## src/rtl/pq_pkg.sv

```systemverilog
package pq_pkg;
  localparam int unsigned NTHR = 2;
  typedef enum logic {THR0 = 1'b0, THR1 = 1'b1} thr_e;
endpackage

```

## src/rtl/pq_fifo.sv

```systemverilog
module pq_fifo #(
  parameter int unsigned AW    = 48,
  parameter int unsigned DEPTH = 8,
  localparam int unsigned PW   = (DEPTH > 1) ? $clog2(DEPTH) : 1,
  localparam int unsigned CW   = $clog2(DEPTH + 1)
) (
  input  logic          clk,
  input  logic          rst_n,
  input  logic          flush,
  input  logic          push,
  input  logic [AW-1:0] push_data,
  input  logic          pop,
  output logic [AW-1:0] head,
  output logic [CW-1:0] count,
  output logic          full,
  output logic          empty
);
  logic [AW-1:0] mem [DEPTH];
  logic [PW-1:0] rd_q, wr_q;
  logic          do_push, do_pop;

  assign full    = (count == CW'(DEPTH));
  assign empty   = (count == '0);
  assign do_push = push & ~full & ~flush;
  assign do_pop  = pop & ~empty & ~flush;
  assign head    = mem[rd_q];

  function automatic logic [PW-1:0] bump(input logic [PW-1:0] p);
    return (p == PW'(DEPTH - 1)) ? '0 : p + 1'b1;
  endfunction

  always_ff @(posedge clk or negedge rst_n) begin
    if (!rst_n) begin
      rd_q  <= '0;
      wr_q  <= '0;
      count <= '0;
    end else if (flush) begin
      rd_q  <= '0;
      wr_q  <= '0;
      count <= '0;
    end else begin
      if (do_push) wr_q <= bump(wr_q);
      if (do_pop)  rd_q <= bump(rd_q);
      count <= count + CW'(do_push) - CW'(do_pop);
    end
  end

  always_ff @(posedge clk) begin
    if (do_push) mem[wr_q] <= push_data;
  end


  no_overflow_chk: assert property (@(posedge clk) disable iff (!rst_n)
    push |-> !full);

  flush_empties_chk: assert property (@(posedge clk) disable iff (!rst_n)
    flush |=> empty);

  count_step_chk: assert property (@(posedge clk) disable iff (!rst_n)
    (!flush && !push && pop && !empty) |=> (count == $past(count) - 1'b1));
endmodule

```

## src/rtl/pq_pick.sv

```systemverilog
module pq_pick #(
  parameter int unsigned CW         = 4,
  parameter int unsigned STARVE_MAX = 2,
  localparam int unsigned WW        = $clog2(STARVE_MAX + 1)
) (
  input  logic          clk,
  input  logic          rst_n,
  input  logic [1:0]    elig,
  input  logic [CW-1:0] cnt0,
  input  logic [CW-1:0] cnt1,
  output logic [1:0]    gnt
);
  import pq_pkg::*;
  thr_e          last_q;
  logic [WW-1:0] wait_q [2];
  logic [1:0]    forced;

  generate
    for (genvar t = 0; t < 2; t++) begin : g_wait
      assign forced[t] = elig[t] && (wait_q[t] >= WW'(STARVE_MAX));
      always_ff @(posedge clk or negedge rst_n) begin
        if (!rst_n)                   wait_q[t] <= '0;
        else if (elig[t] && !gnt[t])  wait_q[t] <= (wait_q[t] >= WW'(STARVE_MAX)) ? wait_q[t] : wait_q[t] + 1'b1;
        else                          wait_q[t] <= '0;
      end

      starve_cap_chk: assert property (@(posedge clk) disable iff (!rst_n)
        forced[t] |-> gnt[t]);
    end
  endgenerate

  always_comb begin
    gnt = 2'b00;
    if (&elig) begin
      if (forced[0])         gnt = 2'b01;
      else if (forced[1])    gnt = 2'b10;
      else if (cnt0 < cnt1)  gnt = 2'b01;
      else if (cnt1 < cnt0)  gnt = 2'b10;
      else                   gnt = (last_q == THR1) ? 2'b01 : 2'b10;
    end else if (elig[0]) begin
      gnt = 2'b01;
    end else if (elig[1]) begin
      gnt = 2'b10;
    end
  end

  always_ff @(posedge clk or negedge rst_n) begin
    if (!rst_n)    last_q <= THR1;
    else if (|gnt) last_q <= gnt[1] ? THR1 : THR0;
  end


  grant_legal_chk: assert property (@(posedge clk) disable iff (!rst_n)
    $onehot0(gnt) && ((gnt & ~elig) == 2'b00));

  rr_hold_chk: assert property (@(posedge clk) disable iff (!rst_n)
    (elig == 2'b00) |=> $stable(last_q));
endmodule

```

## src/rtl/pq_arb_top.sv

```systemverilog
module pq_arb_top #(
  parameter int unsigned AW         = 48,
  parameter int unsigned DEPTH      = 8,
  parameter int unsigned STARVE_MAX = 2,
  localparam int unsigned CW        = $clog2(DEPTH + 1)
) (
  input  logic            clk,
  input  logic            rst_n,
  input  logic [1:0]      stall_i,
  input  logic [1:0]      redir_valid_i,
  input  logic [2*AW-1:0] redir_addr_i,
  output logic            pred_valid_o,
  output logic            pred_tid_o,
  output logic [AW-1:0]   pred_cur_o,
  input  logic [AW-1:0]   pred_next_i,
  output logic [1:0]      q_valid_o,
  input  logic [1:0]      q_ready_i,
  output logic [2*AW-1:0] q_addr_o,
  output logic [1:0]      q_full_o,
  output logic [1:0]      q_empty_o
);
  logic [AW-1:0] cur_q [2];
  logic [CW-1:0] cnt   [2];
  logic [1:0]    elig, gnt;

  generate
    for (genvar t = 0; t < 2; t++) begin : g_thr
      assign elig[t]      = ~stall_i[t] & ~q_full_o[t] & ~redir_valid_i[t];
      assign q_valid_o[t] = ~q_empty_o[t];

      pq_fifo #(.AW(AW), .DEPTH(DEPTH)) u_fifo (
        .clk       (clk),
        .rst_n     (rst_n),
        .flush     (redir_valid_i[t]),
        .push      (gnt[t]),
        .push_data (pred_next_i),
        .pop       (q_ready_i[t]),
        .head      (q_addr_o[t*AW +: AW]),
        .count     (cnt[t]),
        .full      (q_full_o[t]),
        .empty     (q_empty_o[t])
      );

      always_ff @(posedge clk or negedge rst_n) begin
        if (!rst_n)                cur_q[t] <= '0;
        else if (redir_valid_i[t]) cur_q[t] <= redir_addr_i[t*AW +: AW];
        else if (gnt[t])           cur_q[t] <= pred_next_i;
      end


      cur_advance_chk: assert property (@(posedge clk) disable iff (!rst_n)
        gnt[t] |=> (cur_q[t] == $past(pred_next_i)));

      redir_load_chk: assert property (@(posedge clk) disable iff (!rst_n)
        redir_valid_i[t] |=> (cur_q[t] == $past(redir_addr_i[t*AW +: AW])));
    end
  endgenerate

  pq_pick #(.CW(CW), .STARVE_MAX(STARVE_MAX)) u_pick (
    .clk   (clk),
    .rst_n (rst_n),
    .elig  (elig),
    .cnt0  (cnt[0]),
    .cnt1  (cnt[1]),
    .gnt   (gnt)
  );

  assign pred_valid_o = |gnt;
  assign pred_tid_o   = gnt[1];
  assign pred_cur_o   = gnt[1] ? cur_q[1] : cur_q[0];


  other_thread_chk: assert property (@(posedge clk) disable iff (!rst_n)
    (redir_valid_i[0] && !redir_valid_i[1] && !gnt[1]) |=> $stable(cur_q[1]));
endmodule

```

## config.mk

```make
export PLATFORM = sky130hd
export DESIGN_NAME = pq_arb_top
export DESIGN_NICKNAME = d
export VERILOG_FILES = /design/src/rtl/pq_pkg.sv /design/src/rtl/pq_fifo.sv /design/src/rtl/pq_pick.sv /design/src/rtl/pq_arb_top.sv
export SDC_FILE = /design/constraint.sdc
export NUM_CORES = 1
export LEC_CHECK = 0
export BUFFER_PORTS_ARGS = -buffer_cell sky130_fd_sc_hd__buf_2
export CAP_MARGIN = 20
export CORE_ASPECT_RATIO = 0.5
export CORE_MARGIN = 10
export CORE_UTILIZATION = 30
export DETAILED_ROUTE_END_ITERATION = 10
export PLACE_DENSITY = 0.43
export SYNTH_ARGS = -nofsm -noshare
export SYNTH_HDL_FRONTEND = slang
export SYNTH_SLANG_ARGS = --single-unit
```

## constraint.sdc

```tcl
create_clock -name clk -period 14.95 [get_ports clk]
set_input_delay 2.99 -clock clk [delete_from_list [all_inputs] [get_ports clk]]
set_output_delay 2.99 -clock clk [all_outputs]
set_load 0.01 [all_outputs]
```

# After elaboration in Yosys (flattened, before gate mapping)
# Memory sizes are Yosys's and may differ from the RTL's.
# Index checks and enable logic that the tools add are counted.
# classes
n_eq_ne	8
addsub	10
bitwise_logic	20
mux	36
magnitude_cmp	4
reduce_logical	16
# ops
cell	n
2-to-1 mux 48 bit	5
2-to-1 mux 3 bit	12
2-to-1 mux 2 bit	12
adder 3 x 1 -> 3 bit (second input constant)	4
bitwise AND 1 bit	12
== test 3 bit (second input constant)	4
nonzero test 2 bit	6
adder 4 x 1 -> 4 bit	2
== test 4 bit (second input constant)	2
zero test 4 bit	2
less-than comparator 4 bit	2
2-to-1 mux 4 bit	2
inverter 1 bit	8
subtractor 4 x 1 -> 4 bit	2
2-to-1 mux 1 bit	5
adder 2 x 1 -> 2 bit (second input constant)	2
>= comparator 2 bit (second input constant)	2
logical AND 1 bit	4
!= test 2 bit (second input constant)	2
zero test 1 bit	2
AND reduction 2 bit	1
OR reduction 2 bit	1
# word_totals
output_inout_bits	152
input_bits	152
ram_bits	768
n_memories	2
reg_bits	121
elab_cells	107
# memory_table
name	depth	word_bits	read_ports	rd_clocked_by_memory_dff	write_ports	line_no	source
g_thr[0].u_fifo.mem	8	48	1	0	1	pq_fifo.sv:18	logic [AW-1:0] mem [DEPTH];
g_thr[1].u_fifo.mem	8	48	1	0	1	pq_fifo.sv:18	

# Depth between registers and ports, before layout
# Gate-level depths: netlist of the first run.
# logic_depth
word_depth	13
depth_mapped	14
depth_no_buf	12

# Hierarchy
# Synthesis of the first run repeated with hierarchy kept, for this count alone.
# unflattened
hier_cells	1776
area_unflattened_um2	35843.1
# modules_own_cells
mod	cells_each	instances	area_per_inst_um2	seq_area_each_um2
pq_fifo at g_thr[0].u_fifo	631	1	15210.8	11781.3
pq_fifo at g_thr[1].u_fifo	631	1	15194.6	11781.3
pq_arb_top	476	1	5062.4	2402.3
pq_pick	38	1	375.4	126.4

# Worst setup path before layout of the first run
# Ideal clock, no wire load.
# synth_timing
path_kind	in2reg
from	in redir_valid_i[1]
to	mem g_thr[1].u_fifo.mem[0][0] (enable)
path_buffers	3
path_slack_ns	5.476
path_stages	7
required_time_ns	14.378
arrival_ns	8.902
setup_time_ns	0.572
cell_sequence	clkbuf_1 > or3_1 > buf_2 > a211oi_4 > nor2_2 > buf_2 > nor4_1
# synth_between
elab_chain_len	10
elab_cells_between_ends	13
classes_between	mux (7); bitwise (4); reduce/logical (2)
# synth_rtl
element	line_no	source
start, declared	pq_arb_top.sv:10	input logic [1:0] redir_valid_i,
inverter 1 bit (*)	pq_fifo.sv:24, pq_arb_top.sv:28	
bitwise AND 1 bit	pq_arb_top.sv:28	assign elig[t] = ~stall_i[t] & ~q_full_o[t] & ~redir_valid_i[t];
logical AND 1 bit	pq_pick.sv:20	assign forced[t] = elig[t] && (wait_q[t] >= WW'(STARVE_MAX));
2-to-1 mux 2 bit	pq_pick.sv:36	else if (forced[1]) gnt = 2'b10;
2-to-1 mux 2 bit	pq_pick.sv:35	if (forced[0]) gnt = 2'b01;
2-to-1 mux 2 bit	pq_pick.sv:34	if (&elig) begin
bitwise AND 1 bit	pq_fifo.sv:24	assign do_push = push & ~full & ~flush;
bitwise AND 1 bit (*)	pq_fifo.sv:24	
2-to-1 mux 1 bit (*)	pq_fifo.sv:49	if (do_push) mem[wr_q] <= push_data;
2-to-1 mux 1 bit (implied by the code) (*)	pq_fifo.sv:49	
end, declared	pq_fifo.sv:18	
# Mark *: on every way between the ends. The rest lies on a longest branch, timed or not.

# Final worst setup path of the first run
# layout_timing
from	in redir_valid_i[1]
to	out pred_cur_o[42]
# layout_between
elab_chain_len	7
elab_cells_between_ends	10
classes_between	mux (6); bitwise (2); reduce/logical (2)
# layout_rtl
element	line_no	source
inverter 1 bit (*)	pq_arb_top.sv:28	
bitwise AND 1 bit (*)	pq_arb_top.sv:28	
logical AND 1 bit	pq_pick.sv:20	
2-to-1 mux 2 bit	pq_pick.sv:36	
2-to-1 mux 2 bit	pq_pick.sv:35	
2-to-1 mux 2 bit (*)	pq_pick.sv:34	
2-to-1 mux 48 bit (*)	pq_arb_top.sv:70	assign pred_cur_o = gnt[1] ? cur_q[1] : cur_q[0];
end, declared	pq_arb_top.sv:14	output logic [AW-1:0] pred_cur_o,
# Marks and branches as above.

==> results of run 1 <==
==> report_power, final <==
group | internal [W] | total [W] | switching [W]
registers | 0.00293 | 0.00308 | 0.000145
logic | 0.000762 | 0.00164 | 0.000880
clock network | 0.00125 | 0.00219 | 0.000944
==> cell usage in the layout (no fill, tap or decap), drive strengths merged, types with 2 or more instances in the layout <==
cell	count
clkbuf	118
nand3	5
mux4	192
nor4	4
and2	48
nand2	14
or3	4
buf	347
a221o	96
nand2b	5
o21ai	7
nor4b	50
clkinv	31
fa	2
edfxtp	768
bufinv	5
nor3b	4
ha	26
dfrtp	120
diode	7
inv	22
nor3	10
nor2b	8
mux2	146
nor2	21
a21oi	10
a21o	2
xnor2	5
==> registers in the layout, summed over array words and instances, names as in the netlist <==
register and cells:
g_thr.u_fifo.count 8, g_thr.u_fifo.wr_q 6, g_thr.u_fifo.rd_q 6, g_thr.u_fifo.mem 768, cur_q 96, u_pick.wait_q 4, u_pick.last_q 1
==> through the flow <==
| step | power (W) | hold WS (ns) |
|---|---|---|
| floorplan | 0.00416 | 0.412 |
| detailed placement | 0.00484 | 0.436 |
| CTS | 0.00705 | 0.444 |
| finish | 0.00691 | 0.440 |
| global route | 0.00725 | 0.459 |
| global placement | 0.00483 | 0.427 |
==> worst max-delay path, stage by stage <==
cell      delay (ns)
buf_4           0.25
or3_1           0.58
a211oi_4        0.26
buf_4           0.61
nor2_4          0.06
buf_4           0.37
mux2_1          0.41
buf_2           0.14
==> cell type report <==
type,instances,share of cell area (%)
diodes,7,0.0421
multi-input cells,668,21.0
inverters,19,0.172
repair buffers,347,4.46
well taps,1575,4.74
clock inverters,39,0.758
flip-flops and latches,889,62.8
clock buffers,118,5.96
==> path summary, 6_finish.rpt <==
check	cells past startpoint	slack (ns)	end
min reg2reg	1	0.44	u_pick.wait_q[2]
max reg2reg	9	10.25	g_thr[1].u_fifo.mem[7][7]
max in group asynchronous	2	11.36	cur_q[91]
max	8	6.23	pred_cur_o[42]
min in group asynchronous	1	2.35	cur_q[66]
min	1	0.44	u_pick.wait_q[2]
==> metal layers <==
metal	up-vias	part of all wire, %	GRT usage [%]
met5	-	0.041	0
met4	6	1.9	3.31
met1	9917	42	18.7
met3	136	3.5	2.29
met2	360	53	26.4
li1	7695	-	-
==> logic make-up (layout without fill, tap and decap cells) <==
family | Yosys count | count (layout) | synth area share (%)
AOI/OAI and AO/OA | 122 | 122 | 3.22
xor gates and xnor gates | 5 | 5 | 0.124
adders and majority gates | 28 | 28 | 1.04
buffers and inverters | 127 | 523 | 1.52
DFF | 889 | 889 | 74.0
muxes | 338 | 338 | 16.9
other | 0 | 7 | 0
and+or+nand+nor | 175 | 175 | 3.19
==> impl_metrics.ini, run 1 <==
[yosys]
synth.distinct_cells = 42
ys_ff_latch = 889
ys_warn_count = 0
syn_nets = 1864
synthArstFlopShare_pct = 13.6
seq_area_frac_synth_pct = 74.0
yosys_most_used_dff = edfxtp_1
yosysMostFrequentCell = edfxtp_1
synth-edff-count = 768
yosys.area.top_type_share_pct = 65.4
ys_top_cells_by_count = edfxtp_1 (768), mux4_2 (192), mux2_2 (141)
syn-cell-area_sq_mm = 0.0353
synthCells = 1684
yosysTopAreaCell = edfxtp_1
ys_top_cells_by_area = edfxtp_1 (65%), mux4_2 (12%), dfrtp_1 (8.5%), mux2_2 (4.5%), a221o_1 (2.7%)
avgSynthCellArea_sq_um = 20.9

[clock_tree]
post_cts_buffers = 0
clockBufferDepth = 3
hold_buffers = 0
cts_resized = 0
clkSinkCount = 889
cts_tree = yes
clk_pin_slew_worst_paths_ns = 0.06
htreeDepth = 3
clock-root-buffer = clkbuf_16
insertion_delay_ns = 0.67
numCtsBuffers = 87

[sta]
worstMarginPinSlew_ns = 1.07
skew_ns = 0.0227
setup_viol = 0
setup_ws_ns = 6.23
rsz0062_at_grt = false
hold_viol = 0
fin_tns_setup_ns = 0
fin_crit_sh_pct = 58.4
fmax_ghz = 0.115
slew_headroom_pct = 27.9
period_minus_slack_ns = 8.72
report.final.slew_viol_count = 0

[power]
power_density_mw_per_mm2 = 166
irDropWorstVdd_uv = 84.5
leakagePower_nw = 13.8

[placed_design]
dp_cells = 3498
post_dp_cell_area_sq_mm = 0.0388
place_hpwl_microns = 59000
pre_cts_ws_ns = 6.23
io_buffers = 303
place_congestion = 0.751

[global_routing]
grt_pass1_vias = 19400
track_usage_pct = 14.7
grt_pass1_wl_microns = 144000
grt_max_degree = 76
grt_antenna_before_repair = 13
gr-total-overflow = 0

[floorplan]
io_pins = 304
placement_rows = 88
die_w_microns = 505
initial_core_util_pct = 30.4
dieArea_sq_mm = 0.132
core-area_sq_mm = 0.116
die_y_microns = 262

[worst_setup_path]
critPathCaptureType = output pin
crit_fanout = 54
start_kind = primary input
worst-setup-path-type = in2out
crit_required_ns = 11.96
worstReg2RegStart = g_thr[1].u_fifo.count[2]
cp-startpoint = redir_valid_i[1]
arrival_ns = 5.73

[routing]
routed_wl_microns = 99700
ant_nets = 0
vias = 18100
first_pass_iters = 5
viasPerCell = 4.95
drc_errors = 0
drtIter0Drc = 1345
post_drt_wl_per_cell_microns = 27.2

[hold_path]
hold_start = u_pick.wait_q[2]
hold_path.class = reg2reg

[run]
maxCapViolCount = 0

[layout]
nets = 2192
n_fill_cell = 10800
ff_latch_area_sq_mm = 0.0261
fin_area_sq_mm = 0.0416
post-route-util_pct = 35.9
multiInputGateArea_sq_mm = 0.00875
synthToLayoutAreaGrowth_pct = 17.9
drive_gt1_share_pct = 40.2
stdcell_count = 3662

[run_status]
outcome = complete, no violations
(Power assumes the default switching activity.)
==> run 2: changes to the inputs <==
--- a/config.mk
+++ b/config.mk
@@ -5,6 +5,7 @@
 export SDC_FILE = /design/constraint.sdc
 export NUM_CORES = 1
 export LEC_CHECK = 0
+export ABC_AREA = 1
 export BUFFER_PORTS_ARGS = -buffer_cell sky130_fd_sc_hd__buf_2
 export CAP_MARGIN = 20
 export CORE_ASPECT_RATIO = 0.5
==> constraint.sdc (replaced) <==
create_clock -name clk -period 9 [get_ports clk]
set_input_delay 1.8 -clock clk [delete_from_list [all_inputs] [get_ports clk]]
set_output_delay 1.8 -clock clk [all_outputs]
set_load 0.01 [all_outputs]
==> run 2 against run 1 <==
  * Via count increased by 40%
  * Sequential power increased by 58%
  * Critical endpoint is now pred_cur_o[36]
  * Clock power increased by 68%
  * Non-clock buffer count unchanged
  * Die area increased by 3.4%
  * Largest power group unchanged
  * Wire length increased by 20%
  * Global-route usage increased by 2.4 points
  * Utilization decreased by 0.68 points
  * Power increased by 67%
  * Worst setup slack got worse by 3.9 ns
==> impl_metrics.ini, run 2 <==
[worst_setup_path]
crit_fanout = 75
worstReg2RegStart = g_thr[1].u_fifo.count[1]
reg2reg_slack_ns = 5.28
arrival_ns = 4.88
cp_slowest_cell = buf_4
crit_required_ns = 7.20
path_cells = buf_4 > inv_2 > buf_4 > nand3_2 > nor2_1 > nand2_2 > nand2_4 > buf_4 > nand2_1 > nand2_1 > buf_2
rr_endpoint = g_thr[1].u_fifo.mem[1][23]
start_kind = primary input
worst-setup-path-type = in2out
slowest_delay_ns = 0.78
critPathCaptureType = output pin
path_common_cell = buf_4
ff2ff_path_depth = 14

[layout]
synthToLayoutAreaGrowth_pct = 16.2
layout_commonest_cell = edfxtp_1
drive_gt1_share_pct = 14.4
largest_register = g_thr.u_fifo.mem
largest_reg_flops = 768
reg_top3 = g_thr.u_fifo.mem x768, cur_q x96, g_thr.u_fifo.count x8
nets = 3621
stdcell_count = 5131
mostFrequentLayoutCells = edfxtp_1 (768), nor2_1 (694), nand2_1 (473)

[clock_tree]
insertion_delay_ns = 0.70
post_cts_buffers = 0
clk_pin_slew_worst_paths_ns = 0.05
htreeDepth = 3
cts_resized = 0
clock-root-buffer = clkbuf_16
cts_tree = yes
hold_buffers = 0
clockBufferDepth = 3
clkSinkCount = 889
numCtsBuffers = 89

[placed_design]
place_congestion = 0.826
dp_cells = 4960
io_buffers = 303
place_hpwl_microns = 69700

[yosys]
syn-cell-area_sq_mm = 0.0366
yosysTopAreaCell = edfxtp_1
ys_warn_count = 0
yosys_most_used_dff = edfxtp_1
ys_top_cells_by_area = edfxtp_1 (63%), dfrtp_1 (8.2%), nor2_1 (7.2%), o21ai_0 (6.4%), nand2_1 (4.9%)
synthCells = 3218
yosys.area.top_type_share_pct = 63.1
seq_area_frac_synth_pct = 71.4
ys_top_cells_by_count = edfxtp_1 (768), nor2_1 (702), nand2_1 (475)
ys_ff_latch = 889
synthArstFlopShare_pct = 13.6
synth-edff-count = 768
yosysMostFrequentCell = edfxtp_1
syn_nets = 3398
avgSynthCellArea_sq_um = 11.4
synth.distinct_cells = 30

[sta]
period_minus_slack_ns = 6.68
timing.hold.ws_ns = 0.423
rsz0062_at_grt = false
skew_ns = 0.0333
fin_tns_setup_ns = 0
report.final.slew_viol_count = 0
setup_viol = 0
fin_crit_sh_pct = 74.2
slew_headroom_pct = 25.3
fmax_ghz = 0.150
hold_viol = 0
worstMarginPinSlew_ns = 1.12

[floorplan]
io_pins = 304
placement_rows = 90
die_w_microns = 514
die_y_microns = 267
initial_core_util_pct = 30.3
dieArea_sq_mm = 0.137
core-area_sq_mm = 0.121

[routing]
drtIter0Drc = 2228
vias = 25300
viasPerCell = 4.93
post_drt_wl_per_cell_microns = 23.4
ant_nets = 0
drc_errors = 0
first_pass_iters = 6
routed_wl_microns = 120000

[power]
leakagePower_nw = 15.8
p_total_w = 0.0115
irDropWorstVdd_uv = 212
power_density_mw_per_mm2 = 271

[global_routing]
grt_antenna_before_repair = 6
grt_pass1_wl_microns = 176000
grt_pass1_vias = 24900
gr-total-overflow = 0
grt_max_degree = 196
track_usage_pct = 17.1

[hold_path]
hold_path.class = reg2reg
hold_path_end = u_pick.wait_q[2]
holdPathStages = 1
hold_start = u_pick.wait_q[2]

[run_status]
outcome = complete, no violations

[run]
maxCapViolCount = 0
## run 2: layout make-up
| class | count | area (sq um) |
|---|---|---|
| Inverter | 94 | 369 |
| Clock buffer | 126 | 2450 |
| Fill cell | 12100 | 78300 |
| Antenna cell | 7 | 17.5 |
| Tap cell | 1610 | 2010 |
| Sequential cell | 889 | 26100 |
| Multi-Input combinational cell | 2020 | 9250 |
| Clock inverter | 38 | 364 |
| Timing Repair Buffer | 347 | 1890 |
## run 2: where the power goes
| group | switching [W] | total, W | leakage (nW) | internal [W] |
|---|---|---|---|---|
| registers | 0.000138 | 0.00486 | 8.44 | 0.00472 |
| clock network | 0.00165 | 0.00368 | 1.37 | 0.00203 |
| logic | 0.00210 | 0.00298 | 5.97 | 0.000884 |
## run 2: cells by family (layout without fill, tap and decap cells)
logic type                 count (synthesis)  after routing  share of synthesized area [%]
buffers and inverters                    309            605                           3.62
other                                      0              7                              0
AOI/OAI and AO/OA                        687            687                           10.1
xor gates and xnor gates                   3              3                         0.0719
and+or+nand+nor                         1302           1302                           13.9
adders and majority gates                 28             28                           1.00
DFF                                      889            889                           71.4
## run 2: routing by layer
metal | global-route usage (%) | wire length, microns | up-vias | share of wire (%)
li1 | - | - | 11700 | -
met1 | 24.8 | 58000 | 12900 | 48
met4 | 3.13 | 1750 | 0 | 1.5
met3 | 2.94 | 5650 | 130 | 4.7
met2 | 26.8 | 54700 | 535 | 46
met5 | 0 | 0 | - | 0
## run 2: worst max-delay path: cells and delay by family
family                 cells  cell delay [ns]
and+or+nand+nor            6             1.02
buffers and inverters      5             1.97
## run 2: stage by stage
stage | setup slack (ns) | area, sq um | util, %
floorplan | 2.68 | 36600 | -
global placement | 2.39 | 39600 | 32.8
detailed placement | 2.29 | 39600 | 32.8
CTS | 2.29 | 42400 | 35.2
global route | 1.99 | 42400 | 35.2
finish | 2.32 | 42500 | 35.2
## run 2: how the worst max path moves through the flow
stage,start,end,slack [ns]
after floorplan,stall_i[1],g_thr[1].u_fifo.mem[6][0],2.68
after global placement,redir_valid_i[1],pred_cur_o[23],2.39
after detailed placement,redir_valid_i[1],pred_cur_o[19],2.29
after CTS,redir_valid_i[1],pred_cur_o[28],2.29
after global routing,redir_valid_i[1],pred_cur_o[33],1.99
final,redir_valid_i[1],pred_cur_o[36],2.32
==> run 3: changes to the inputs <==
--- a/config.mk
+++ b/config.mk
@@ -12,7 +12,7 @@
 export CORE_MARGIN = 10
 export CORE_UTILIZATION = 30
 export DETAILED_ROUTE_END_ITERATION = 10
-export PLACE_DENSITY = 0.43
+export PLACE_DENSITY = 0.44
 export SYNTH_ARGS = -nofsm -noshare
 export SYNTH_HDL_FRONTEND = slang
 export SYNTH_SLANG_ARGS = --single-unit
==> constraint.sdc (replaced) <==
create_clock -name clk -period 5.5 [get_ports clk]
set_input_delay 1.1 -clock clk [delete_from_list [all_inputs] [get_ports clk]]
set_output_delay 1.1 -clock clk [all_outputs]
set_load 0.01 [all_outputs]
==> run 3 against run 2 <==
  * Non-clock buffer count rose by 14
  * Critical endpoint is now q_addr_o[18]
  * Sequential cell count stayed put
  * Largest cell class unchanged
  * Power is 64% higher
  * Die area did not move
==> impl_metrics.ini, run 3 (synthesized netlist as in run 2, its figures left out) <==
[sta]
worstMarginPinSlew_ns = 1.07
hold_viol = 0
report.final.slew_viol_count = 0
rsz0062_at_grt = false
setup_ws_ns = 0.966
fmax_ghz = 0.221
setup_viol = 0
fin_crit_sh_pct = 82.4
skew_ns = 0.0345
slew_headroom_pct = 28.8
period_minus_slack_ns = 4.53
fin_tns_setup_ns = 0

[routing]
drtIter0Drc = 2158
routed_wl_microns = 115000
post_drt_wl_per_cell_microns = 22.4
ant_nets = 0
viasPerCell = 4.91
vias = 25200
drc_errors = 0
first_pass_iters = 7

[floorplan]
die_w_microns = 514
io_pins = 304
die_y_microns = 267
initial_core_util_pct = 30.3
dieArea_sq_mm = 0.137
placement_rows = 90
core-area_sq_mm = 0.121

[run_status]
outcome = complete, no violations

[layout]
drive_gt1_share_pct = 15.0
synthToLayoutAreaGrowth_pct = 16.8
nets = 3635
n_fill_cell = 12000
largest_register = g_thr.u_fifo.mem
largest_reg_flops = 768
layout_commonest_cell = edfxtp_1
reg_top3 = g_thr.u_fifo.mem x768, cur_q x96, g_thr.u_fifo.count x8
mostFrequentLayoutCells = edfxtp_1 (768), nor2_1 (694), nand2_1 (473)

[clock_tree]
cts_tree = yes
numCtsBuffers = 89
hold_buffers = 0
htreeDepth = 3
clockBufferDepth = 3
post_cts_buffers = 0
insertion_delay_ns = 0.68
clkSinkCount = 889
clock-root-buffer = clkbuf_16
clk_pin_slew_worst_paths_ns = 0.07
cts_resized = 0

[global_routing]
track_usage_pct = 16.4
gr-total-overflow = 0
grt_antenna_before_repair = 6
grt_pass1_wl_microns = 171000
grt_max_degree = 110
grt_pass1_vias = 25000

[hold_path]
hold_start = u_pick.wait_q[2]
hold_path_end = u_pick.wait_q[2]
hold_path.class = reg2reg
holdPathStages = 1

[worst_setup_path]
crit_required_ns = 4.40
slowest_delay_ns = 0.65
arrival_ns = 3.43
worstReg2RegStart = g_thr[1].u_fifo.count[1]
path_common_cell = buf_4
rr_endpoint = g_thr[0].u_fifo.mem[4][19]
reg2reg_slack_ns = 2.22
critPathCaptureType = output pin
worst-setup-path-type = reg2out
cp_slowest_cell = buf_4
start_kind = flop
path_cells = buf_4 > buf_4 > o21ai_0 > o22ai_1 > nor2_1 > a31oi_1 > buf_2
ff2ff_path_depth = 14
crit_fanout = 62

[placed_design]
place_hpwl_microns = 69800
io_buffers = 303
pre_cts_ws_ns = 1.52
place_congestion = 0.819

[run]
maxCapViolCount = 0

[power]
irDropWorstVdd_uv = 240
leakagePower_nw = 15.9
power_density_mw_per_mm2 = 444
[run 3: changes by cell type in the layout (fill, tap and decap cells not counted), moves of 3 or more]
cell and change:
clkbuf_8 +7, buf_4 +10, buf_12 +4, clkinvlp_4 +3, clkinv_1 -3, clkinv_2 -5, clkbuf_1 -6
[run 3: worst max-delay path, delay by kind of cell, from the launching register on]
kind	cells	cell delay, ns
AOI/OAI and AO/OA	3	0.63
buffers and inverters	3	1.35
and+or+nand+nor	1	0.06
DFF	1	0.60
[run 3: report_power, final]
group | switching (W) | total, W | internal [W]
Sequential | 0.000238 | 0.00797 | 0.00773
Combinational | 0.00337 | 0.00486 | 0.00149
Clock | 0.00268 | 0.00612 | 0.00344
Total | 0.00628 | 0.0189 | 0.0127
[run 3: layout make-up]
| cell class | count | area [sq um] | area share, % |
|---|---|---|---|
| timing repair buffer | 361 | 2050 | 4.80 |
| antenna | 5 | 12.5 | 0.0293 |
| sequential | 889 | 26100 | 61.2 |
| clock buffer | 125 | 2470 | 5.79 |
| clock inverter | 38 | 414 | 0.970 |
| tap | 1610 | 2010 | 4.72 |
| inverter | 94 | 369 | 0.865 |
| multi-input combinational | 2020 | 9250 | 21.7 |
[run 3: worst max path at each step]
stage,from,endpoint,slack [ns],cells after the start
2_1_floorplan,stall_i[1],g_thr[1].u_fifo.mem[6][0],-0.12,9
3_3_place_gp,stall_i[1],pred_cur_o[20],1.62,11
3_5_place_dp,stall_i[1],pred_cur_o[38],1.52,11
4_1_cts,g_thr[0].u_fifo.rd_q[0],q_addr_o[18],0.91,7
5_1_grt,g_thr[0].u_fifo.rd_q[0],q_addr_o[18],0.76,7
6_report,g_thr[0].u_fifo.rd_q[0],q_addr_o[18],0.97,7
[run 3: metal layers]
metal,share of wire (%),global-route usage [%]
met4,1.9,3.51
met1,48,23.7
met5,0.028,0
met2,46,25.9
met3,4.6,2.74
[run 3: per-stage QoR]
stage / hold slack [ns] / utilization [%] / instances / instance area (sq um) / total power (W)
3_5_place_dp: 0.419 / 33.0 / 4974 / 39800 / 0.0131
6_report: 0.424 / 35.4 / 5142 / 42700 / 0.0189
2_1_floorplan: 0.402 / - / 3218 / 36600 / 0.0110
5_1_grt: 0.439 / 35.4 / 5139 / 42700 / 0.0200
3_3_place_gp: 0.419 / 32.9 / 4973 / 39800 / 0.0131
4_1_cts: 0.427 / 35.4 / 5137 / 42700 / 0.0193
